===== config.mk =====
export PLATFORM = sky130hd
export DESIGN_NAME = pcap_sram_top
export DESIGN_NICKNAME = d
export VERILOG_FILES = /design/src/rtl/pcap_pkg.sv /design/src/rtl/pcap_regs.sv /design/src/rtl/pcap_trig.sv /design/src/rtl/pcap_ctrl.sv /design/src/rtl/pcap_wrport.sv /design/src/rtl/pcap_sram_top.sv
export SDC_FILE = /design/constraint.sdc
export NUM_CORES = 1
export LEC_CHECK = 0
export CAP_MARGIN = 30
export CORE_MARGIN = 5
export CORE_UTILIZATION = 60
export DETAILED_ROUTE_END_ITERATION = 16
export GPL_TIMING_DRIVEN = 0
export PLACE_DENSITY = 0.83
export SYNTH_ARGS = -nofsm -noshare
export SYNTH_HDL_FRONTEND = slang
export SYNTH_SLANG_ARGS = --single-unit

===== constraint.sdc =====
create_clock -name clk -period 3.2 [get_ports clk]
set_input_delay 0.64 -clock clk [delete_from_list [all_inputs] [get_ports clk]]
set_output_delay 0.64 -clock clk [all_outputs]
set_load 0.01 [all_outputs]

===== src/rtl/pcap_pkg.sv =====
package pcap_pkg;
  localparam int REG_AW = 5;
  localparam int CNT_W  = 16;
  localparam int PER_W  = 16;

  localparam logic [REG_AW-1:0] A_CTRL     = 5'd0;
  localparam logic [REG_AW-1:0] A_CNT_L    = 5'd1;
  localparam logic [REG_AW-1:0] A_PER_L    = A_CNT_L + 5'(CNT_W / 8);
  localparam logic [REG_AW-1:0] A_CFG_LAST = A_PER_L + 5'(PER_W / 8) - 5'd1;
  localparam logic [REG_AW-1:0] A_STAT     = 5'h10;

  typedef struct packed {
    logic             use_timer;
    logic             wrap;
    logic [CNT_W-1:0] count;
    logic [PER_W-1:0] period;
  } cap_cfg_t;
endpackage


===== src/rtl/pcap_regs.sv =====
module pcap_regs
  import pcap_pkg::*;
(
  input  logic              clk,
  input  logic              rst_n,
  input  logic              we,
  input  logic [REG_AW-1:0] addr,
  input  logic [7:0]        wdata,
  output logic [7:0]        rdata,
  input  logic              busy,
  input  logic              done,
  input  logic              armed,
  output cap_cfg_t          cfg,
  output logic              arm_pulse,
  output logic              cfg_touch
);
  localparam int NB_C = CNT_W / 8;
  localparam int NB_P = PER_W / 8;

  logic accept;
  assign accept    = we && !busy;
  assign cfg_touch = accept && (addr <= A_CFG_LAST);
  assign arm_pulse = accept && (addr == A_CTRL) && wdata[0];

  always_ff @(posedge clk or negedge rst_n) begin
    if (!rst_n) begin
      cfg.use_timer <= 1'b0;
      cfg.wrap      <= 1'b0;
    end else if (accept && addr == A_CTRL) begin
      cfg.use_timer <= wdata[1];
      cfg.wrap      <= wdata[2];
    end
  end

  // byte lanes of the word count
  for (genvar b = 0; b < NB_C; b++) begin : g_cnt
    always_ff @(posedge clk or negedge rst_n) begin
      if (!rst_n)
        cfg.count[b*8 +: 8] <= 8'h00;
      else if (accept && addr == (A_CNT_L + 5'(b)))
        cfg.count[b*8 +: 8] <= wdata;
    end
  end

  // byte lanes of the start delay
  for (genvar b = 0; b < NB_P; b++) begin : g_per
    always_ff @(posedge clk or negedge rst_n) begin
      if (!rst_n)
        cfg.period[b*8 +: 8] <= 8'h00;
      else if (accept && addr == (A_PER_L + 5'(b)))
        cfg.period[b*8 +: 8] <= wdata;
    end
  end

  always_comb begin
    rdata = 8'h00;
    if (addr == A_CTRL) rdata = {5'b0, cfg.wrap, cfg.use_timer, armed};
    if (addr == A_STAT) rdata = {5'b0, armed, done, busy};
    for (int b = 0; b < NB_C; b++)
      if (addr == (A_CNT_L + 5'(b))) rdata = cfg.count[b*8 +: 8];
    for (int b = 0; b < NB_P; b++)
      if (addr == (A_PER_L + 5'(b))) rdata = cfg.period[b*8 +: 8];
  end
endmodule


===== src/rtl/pcap_trig.sv =====
module pcap_trig #(
  parameter int STAGES = 2
) (
  input  logic clk,
  input  logic rst_n,
  input  logic trig_in,
  output logic rise
);
  logic [STAGES-1:0] sync;
  logic              prev;

  if (STAGES == 1) begin : g_one
    always_ff @(posedge clk or negedge rst_n) begin
      if (!rst_n) sync <= '0;
      else        sync <= trig_in;
    end
  end else begin : g_chain
    always_ff @(posedge clk or negedge rst_n) begin
      if (!rst_n) sync <= '0;
      else        sync <= {sync[STAGES-2:0], trig_in};
    end
  end

  always_ff @(posedge clk or negedge rst_n) begin
    if (!rst_n) prev <= 1'b0;
    else        prev <= sync[STAGES-1];
  end

  assign rise = sync[STAGES-1] && !prev;
endmodule


===== src/rtl/pcap_ctrl.sv =====
module pcap_ctrl
  import pcap_pkg::*;
#(
  parameter int DW = 16,
  parameter int AW = 10
) (
  input  logic          clk,
  input  logic          rst_n,
  input  cap_cfg_t      cfg,
  input  logic          arm_pulse,
  input  logic          cfg_touch,
  input  logic          trig_rise,
  input  logic          in_valid,
  input  logic [DW-1:0] in_data,
  output logic          in_ready,
  output logic          busy,
  output logic          done,
  output logic          armed,
  output logic          fr_v,
  output logic [AW-1:0] fr_a,
  output logic [DW-1:0] fr_d
);
  localparam logic [AW-1:0] ADDR_TOP = '1;

  logic [CNT_W-1:0] rem;
  logic [PER_W-1:0] tcnt;
  logic [AW-1:0]    ptr;
  logic             start, take, last;

  assign in_ready = busy;
  assign take     = busy && in_valid;
  assign start    = armed && !busy &&
                    (cfg.use_timer ? (tcnt == cfg.period) : trig_rise);
  assign last     = (rem == '0) || (!cfg.wrap && ptr == ADDR_TOP);

  // front register: every bit of the word lands in the same clock
  always_ff @(posedge clk or negedge rst_n) begin
    if (!rst_n) begin
      fr_v <= 1'b0;
      fr_a <= '0;
      fr_d <= '0;
    end else begin
      fr_v <= take;
      if (take) begin
        fr_a <= ptr;
        fr_d <= in_data;
      end
    end
  end

  always_ff @(posedge clk or negedge rst_n) begin
    if (!rst_n) begin
      busy  <= 1'b0;
      done  <= 1'b0;
      armed <= 1'b0;
      rem   <= '0;
      tcnt  <= '0;
      ptr   <= '0;
    end else if (start) begin
      busy  <= 1'b1;
      armed <= 1'b0;
      rem   <= cfg.count;
      ptr   <= '0;
      tcnt  <= '0;
    end else begin
      if (take) begin
        if (last) begin
          busy <= 1'b0;
          done <= 1'b1;
        end else begin
          rem <= rem - 1'b1;
        end
        ptr <= ptr + 1'b1;
      end
      if (arm_pulse) begin
        armed <= 1'b1;
        tcnt  <= '0;
      end else if (armed && cfg.use_timer) begin
        tcnt <= tcnt + 1'b1;
      end
      if (cfg_touch) done <= 1'b0;
    end
  end
endmodule


===== src/rtl/pcap_wrport.sv =====
module pcap_wrport #(
  parameter int DW = 16,
  parameter int AW = 10
) (
  input  logic          clk,
  input  logic          rst_n,
  input  logic          fr_v,
  input  logic [AW-1:0] fr_a,
  input  logic [DW-1:0] fr_d,
  output logic [AW-1:0] sram_addr,
  output logic [DW-1:0] sram_dq,
  output logic          sram_we_n,
  output logic          sram_ce_n
);
  always_ff @(posedge clk or negedge rst_n) begin
    if (!rst_n) begin
      sram_we_n <= 1'b1;
      sram_ce_n <= 1'b1;
      sram_addr <= '0;
      sram_dq   <= '0;
    end else begin
      sram_we_n <= !fr_v;
      sram_ce_n <= !fr_v;
      if (fr_v) begin
        sram_addr <= fr_a;
        sram_dq   <= fr_d;
      end
    end
  end
endmodule


===== src/rtl/pcap_sram_top.sv =====
module pcap_sram_top
  import pcap_pkg::*;
#(
  parameter int DW          = 16,
  parameter int AW          = 10,
  parameter int TRIG_STAGES = 2
) (
  input  logic              clk,
  input  logic              rst_n,
  input  logic              reg_we,
  input  logic [REG_AW-1:0] reg_addr,
  input  logic [7:0]        reg_wdata,
  output logic [7:0]        reg_rdata,
  input  logic              trig_in,
  input  logic              in_valid,
  output logic              in_ready,
  input  logic [DW-1:0]     in_data,
  output logic [AW-1:0]     sram_addr,
  output logic [DW-1:0]     sram_dq,
  output logic              sram_we_n,
  output logic              sram_ce_n,
  output logic              cap_busy,
  output logic              cap_done
);
  cap_cfg_t      cfg;
  logic          arm_pulse, cfg_touch, trig_rise, armed;
  logic          fr_v;
  logic [AW-1:0] fr_a;
  logic [DW-1:0] fr_d;

  pcap_regs u_regs (
    .clk, .rst_n, .we(reg_we), .addr(reg_addr), .wdata(reg_wdata),
    .rdata(reg_rdata), .busy(cap_busy), .done(cap_done), .armed,
    .cfg, .arm_pulse, .cfg_touch
  );

  pcap_trig #(.STAGES(TRIG_STAGES)) u_trig (
    .clk, .rst_n, .trig_in, .rise(trig_rise)
  );

  pcap_ctrl #(.DW(DW), .AW(AW)) u_ctrl (
    .clk, .rst_n, .cfg, .arm_pulse, .cfg_touch, .trig_rise,
    .in_valid, .in_data, .in_ready, .busy(cap_busy), .done(cap_done),
    .armed, .fr_v, .fr_a, .fr_d
  );

  pcap_wrport #(.DW(DW), .AW(AW)) u_wr (
    .clk, .rst_n, .fr_v, .fr_a, .fr_d,
    .sram_addr, .sram_dq, .sram_we_n, .sram_ce_n
  );
endmodule


* Word level (Yosys, flattened, before mapping)
Index checks and enable logic that the tools add are counted.
** Cells by class
- Eq/ne operators :: 8
- Bitwise logic cells :: 1
- Reductions and logical operators :: 30
- Muxes and demuxes :: 23
- $lt $le $gt $ge :: 1
- Add/subtract/negate cells :: 3
** Operator list (number)
- $mux 16 :: 6
- $mux 8 :: 4
- $mux 10 :: 2
- $add 16x1->16 const B :: 1
- $eq 16x16->1 :: 1
- $logic_not 16->1 :: 1
- $sub 16x1->16 const B :: 1
- $logic_and 1x1->1 :: 14
- $add 10x1->10 const B :: 1
- $eq 10x10->1 const B :: 1
- $eq 5x2->1 const B :: 2
- $reduce_bool 2->1 :: 5
- $mux 1 :: 9
- $mux 3 :: 2
- $eq 5x1->1 const B :: 1
- $eq 5x3->1 const B :: 1
- $eq 5x5->1 const B :: 1
- $le 5x3->1 const B :: 1
- $logic_not 5->1 :: 1
- $logic_not 1->1 :: 4
- $reduce_and 2->1 :: 2
- $reduce_and 3->1 :: 1
- $reduce_bool 3->1 :: 1
- $ne 2x1->1 const B :: 1
- 2 further kinds :: 2
** Storage, ports and cells
- Output and inout bits :: 39
- Register bits after elaboration :: 136
- Logic and storage cells :: 86

* Logic depth before layout (Yosys ltp)
- Word-level depth :: 7
- Mapped depth :: 8
- Gate-level depth less buffers :: 7

* Modules after synthesis
From an unflattened synthesis, not the netlist that was laid out.
** Second synthesis, totals
- Cell total of the unflattened synthesis :: 593
- Area total of the unflattened synthesis :: 6500.0 sq um
** Modules (own cells, without submodules)
- pcap_ctrl :: cells an instance 380, area each 3517.1 sq um, times used 1, seq. area each 1801.7 sq um
- pcap_regs :: cells an instance 151, area each 1790.5 sq um, times used 1, seq. area each 850.8 sq um
- pcap_wrport :: cells an instance 58, area each 1103.6 sq um, times used 1, seq. area each 676.9 sq um
- pcap_trig :: cells an instance 4, area each 88.8 sq um, times used 1, seq. area each 75.1 sq um

* Worst setup path before layout
No wires, ideal clock.
- Kind :: input to output
- From :: input reg_addr[0]
- To :: output reg_rdata[2]
- Stages :: 5
- Data arrival time :: 1856 ps
- Buffers on the path :: 1
- Slack :: 704 ps
- Required time :: 2560 ps
- Cell sequence :: buf_1 > mux2_2 > a22o_1 > a222oi_1 > a21oi_1
** On the way
- Longest elaborated chain between the ends :: 7
- Elaborated cells between the ends (all ways) :: 12
- Those cells by class :: eq/ne: 5; mux: 6; reduce/logical: 1
** RTL lines
- start, declared :: line pcap_sram_top.sv:11 : input logic [REG_AW-1:0] reg_addr,
- $logic_not 5->1 :: line pcap_regs.sv:57 : if (addr == A_CTRL) rdata = {5'b0, cfg.wrap, cfg.use_timer, armed};
- $mux 3 :: line pcap_regs.sv:57
- $mux 3 :: line pcap_regs.sv:58 : if (addr == A_STAT) rdata = {5'b0, armed, done, busy};
- $mux 8 (2 in a row) :: line pcap_regs.sv:60 : if (addr == (A_CNT_L + 5'(b))) rdata = cfg.count[b*8 +: 8];
- $mux 8 :: line pcap_regs.sv:62 : if (addr == (A_PER_L + 5'(b))) rdata = cfg.period[b*8 +: 8];
- $mux 8 * :: line pcap_regs.sv:62
- end, declared :: line pcap_sram_top.sv:13 : output logic [7:0] reg_rdata,
Every way passes the cells marked *; elsewhere a longest branch is shown, timed or not.

* Worst setup path in the final report
- From :: input reg_addr[3]
- To :: output reg_rdata[7]
** On the way
- Longest elaborated chain between the ends :: 5
- Elaborated cells between the ends (all ways) :: 8
- Those cells by class :: eq/ne: 4; mux: 4
** RTL lines (line)
- $eq 5x1->1 :: pcap_regs.sv:60
- $mux 8 (2 in a row) :: pcap_regs.sv:60
- $mux 8 :: pcap_regs.sv:62
- $mux 8 * :: pcap_regs.sv:62
Marks and branches as above.

==> flow_summary_export.csv <==
group,metric,value,unit
clock_tree,clkTransAtPathRegs,0.06,ns
synth,yosysUniqueCellTypes,55,
worst_setup_path,worstPathRequired,2.56,ns
global_routing,grt_pass1_vias,5138,
layout,syn_to_final_growth,25.1,%
global_routing,grt_pass1_wl,26100,um
layout,final_util,77.0,%
layout,final_nets,716,
floorplanning,initial_core_util,61.6,%
timing,slew_headroom,49.7,%
drt,drt_iter0_markers,411,
power_and_ir_drop,ir_worst_vdd,544,uV
drt,routed_via_density,6.02,
floorplanning,core,0.0103,mm2
floorplanning,die_h,113,um
timing,finalHoldViolations,0,
global_routing,grt_max_degree,105,
synth,syn-num-nets,624,
placed_design,hpwl,10600,um
power_and_ir_drop,power_leakage,3.68,nW
synth,mappedNetlistArea,0.00636,mm2
layout,layout-drive-gt1-share,18.1,%
drt,drtPass1Iterations,5,
clock_tree,clock_latency,0.54,ns
global_routing,grt_use_total,25.8,%
power_and_ir_drop,p_per_area,827,mW/mm2
worst_setup_path,worstPathMaxFanout,6,
clock_tree,cts_buffer_depth,2,
floorplanning,die_area,0.0128,mm2
timing,drv_slew,0,
timing,fmax,0.317,GHz
floorplanning,io_pins,73,
placed_design,postPlaceCellArea,0.00728,mm2
drt,vias,4980,
clock_tree,numCtsBuffers,17,
worst_setup_path,crit_type,"input port to output port",
layout,n_antenna_cell,0,
worst_setup_path,max_stage_delay,0.61,ns
drt,post-route-drc-count,0,
timing,worst_slew_pin_slew,0.752,ns
timing,setup_viol,0,
global_routing,overflow,0,
timing,period_share,98.5,%
worst_setup_path,crit_chain,"dlygate4sd2_1 -> nor2_1 -> and3_1 -> a22oi_1 -> o21ai_0 -> clkdlybuf4s50_1",
drt,wirelength,15800,um
timing,skew,0.00958,ns
drt,wl_per_cell,19.1,um
layout,design_area,0.00795,mm2
drt,postRouteAntennaNets,0,
timing,finalCriticalPeriod,3.15,ns
floorplanning,fp.dieW,113,um
worst_setup_path,cp-end-kind,"output port",
run_status,status,"finished clean",
timing,fin_ws,0.0471,ns
synth,ys_seq_area_share,53.6,%
placed_design,gp_congestion,0.870,
clock_tree,cts_num_sinks,136,
clock_tree,cts_tree,"yes",
synth,yosys_warnings,0,
synth,synth_edf_count,0,
placed_design,pre_cts_ws,-0.586,ns
clock_tree,htreeDepth,4,
synth,syn-instance-count,587,
worst_setup_path,arrival,2.51,ns
power_and_ir_drop,total_power,0.00658,W
timing,setup_tns,0,ns
global_routing,antenna_found_initial,0,
synth,syn_avg_cell_area,10.8,um2
worst_hold_path,hold_path_class,"flop to flop",
placed_design,io_buffers,72,
clock_tree,cts_root_buffer,"clkbuf_8",
floorplanning,rows,37,
layout,fillers,632,
worst_setup_path,path_delay_family,"buffers and inverters",
synth,async_reset_ff_share,100,%
synth,ys_ff_latch,136,
worst_setup_path,cp_num_buf_inv,2,
worst_setup_path,startpoint_type,"input port",
run,cap_viol_max_count,0,
synth,ys.flop_type,"dfrtp_1",
worst_setup_path,crit_slowest_cell,"clkdlybuf4s50_1",
timing,rsz0062_at_grt,"false",
## logic make-up after synthesis
logic type	count (synthesis)	synth area share, %
compound gates	78	9.57
xor+xnor	41	5.65
fa+ha+maj	3	0.591
buf+inv	35	2.38
flops	136	53.6
mux	69	12.2
simple gates	225	16.1
## layout make-up
class | instances | area, um2 | share of cell area (%)
plain buffers | 22 | 114 | 1.43
clock buffers | 21 | 469 | 5.90
clock inverters | 10 | 166 | 2.09
inverters | 11 | 41.3 | 0.519
multi-input cells | 416 | 2820 | 35.5
flip-flops and latches | 136 | 3400 | 42.8
well taps | 136 | 170 | 2.14
repair buffers | 75 | 767 | 9.64
## state kept, by name, summed over array words and instances, names as in the netlist
signal,count
u_ctrl.armed,1
u_ctrl.busy,1
u_ctrl.done,1
u_ctrl.fr_a,10
u_ctrl.fr_d,16
u_ctrl.fr_v,1
u_ctrl.ptr,10
u_ctrl.rem,16
u_ctrl.tcnt,16
u_regs.cfg,34
u_trig.prev,1
u_trig.sync,2
u_wr.sram_addr,10
u_wr.sram_dq,16
u_wr.sram_we_n,1
## cells in the mapped netlist (4+ instances only)
master	n	share of area (%)
a22oi_1	5	0.59
nand4_1	12	1.2
xor2_1	20	2.8
a21oi_1	13	1.0
o211ai_1	8	0.94
nand2_1	109	6.4
xnor2_1	21	2.9
nor3_1	7	0.55
dfrtp_1	135	53
mux2_2	67	12
nand3_1	21	1.7
clkbuf_1	14	0.83
nor2b_1	8	0.79
and2_1	4	0.39
o21ai_0	15	1.2
inv_1	11	0.65
nor2_1	38	2.2
a221o_1	7	1.1
and4_1	4	0.55
and3_1	9	0.89
buf_2	4	0.31
## path summary, 6_finish.rpt
| path | startpoint | to | slack (ns) | cells past startpoint |
|---|---|---|---|---|
| max | reg_addr[3] | reg_rdata[7] | 0.05 | 6 |
| min | u_trig.sync[0] | u_trig.sync[1] | 0.36 | 0 |
| max reg2reg | u_ctrl.rem[0] | u_ctrl.rem[11] | 0.52 | 8 |
| min reg2reg | u_trig.sync[0] | u_trig.sync[1] | 0.36 | 0 |
| max in group asynchronous | rst_n | u_wr.sram_we_n | 1.85 | 3 |
| min in group asynchronous | rst_n | u_ctrl.fr_d[0] | 0.55 | 2 |
## timing repair
item	CTS	global route
hold buffers	1	0
gates resized for setup	18	2
pin swaps	2	2
setup endpoints to repair	8	2
hold endpoints to repair	32	0
gates cloned	0	0
setup buffers	1	0
## through the flow
| step | instances | hold WS (ns) |
|---|---|---|
| 2_1_floorplan | 587 | 0.331 |
| 3_3_place_gp | 795 | 0.344 |
| 3_5_place_dp | 796 | 0.341 |
| 4_1_cts | 827 | 0.355 |
| 5_1_grt | 827 | 0.378 |
| 6_report | 827 | 0.356 |
## worst register-to-register path: stages (launching register included)
cell	delay, ns
dfrtp_1	0.45
inv_1	0.10
ha_1	0.19
nor3b_1	0.59
nand3_1	0.39
o21ai_2	0.34
buf_6	0.18
a21oi_1	0.05
a221o_1	0.26
## placed cells by master (no fill, tap or decap), types with 4 or more instances in the layout
master and count:
and2_1 4, nor2_1 37, nor2b_1 7, and3_1 9
nand2_1 109, o21ai_0 15, dfrtp_1 135, bufinv_16 4
a22oi_1 5, clkdlybuf4s50_1 63, inv_1 11, and4_1 4
a21oi_1 13, nand3_1 21, mux2_2 67, xor2_1 20
dlygate4sd2_1 5, o211ai_1 8, a221o_1 7, xnor2_1 21
clkbuf_8 5, clkbuf_1 11, nand4_1 12, nor3_1 6
clkbuf_16 16, buf_2 4
## where the power goes
part / switching, W / internal, W
clock network: 0.000739 / 0.00135
registers: 0.000443 / 0.00221
logic: 0.000903 / 0.000935
## layer usage
| layer | vias to the layer above | routed length [um] | GRT usage (%) |
|---|---|---|---|
| li1 | 2247 | - | - |
| met1 | 2512 | 6580 | 32.5 |
| met2 | 182 | 7860 | 43.2 |
| met3 | 39 | 900 | 5.72 |
| met4 | 0 | 414 | 10.7 |
| met5 | - | 0 | 0 |
(Power assumes the default switching activity.)
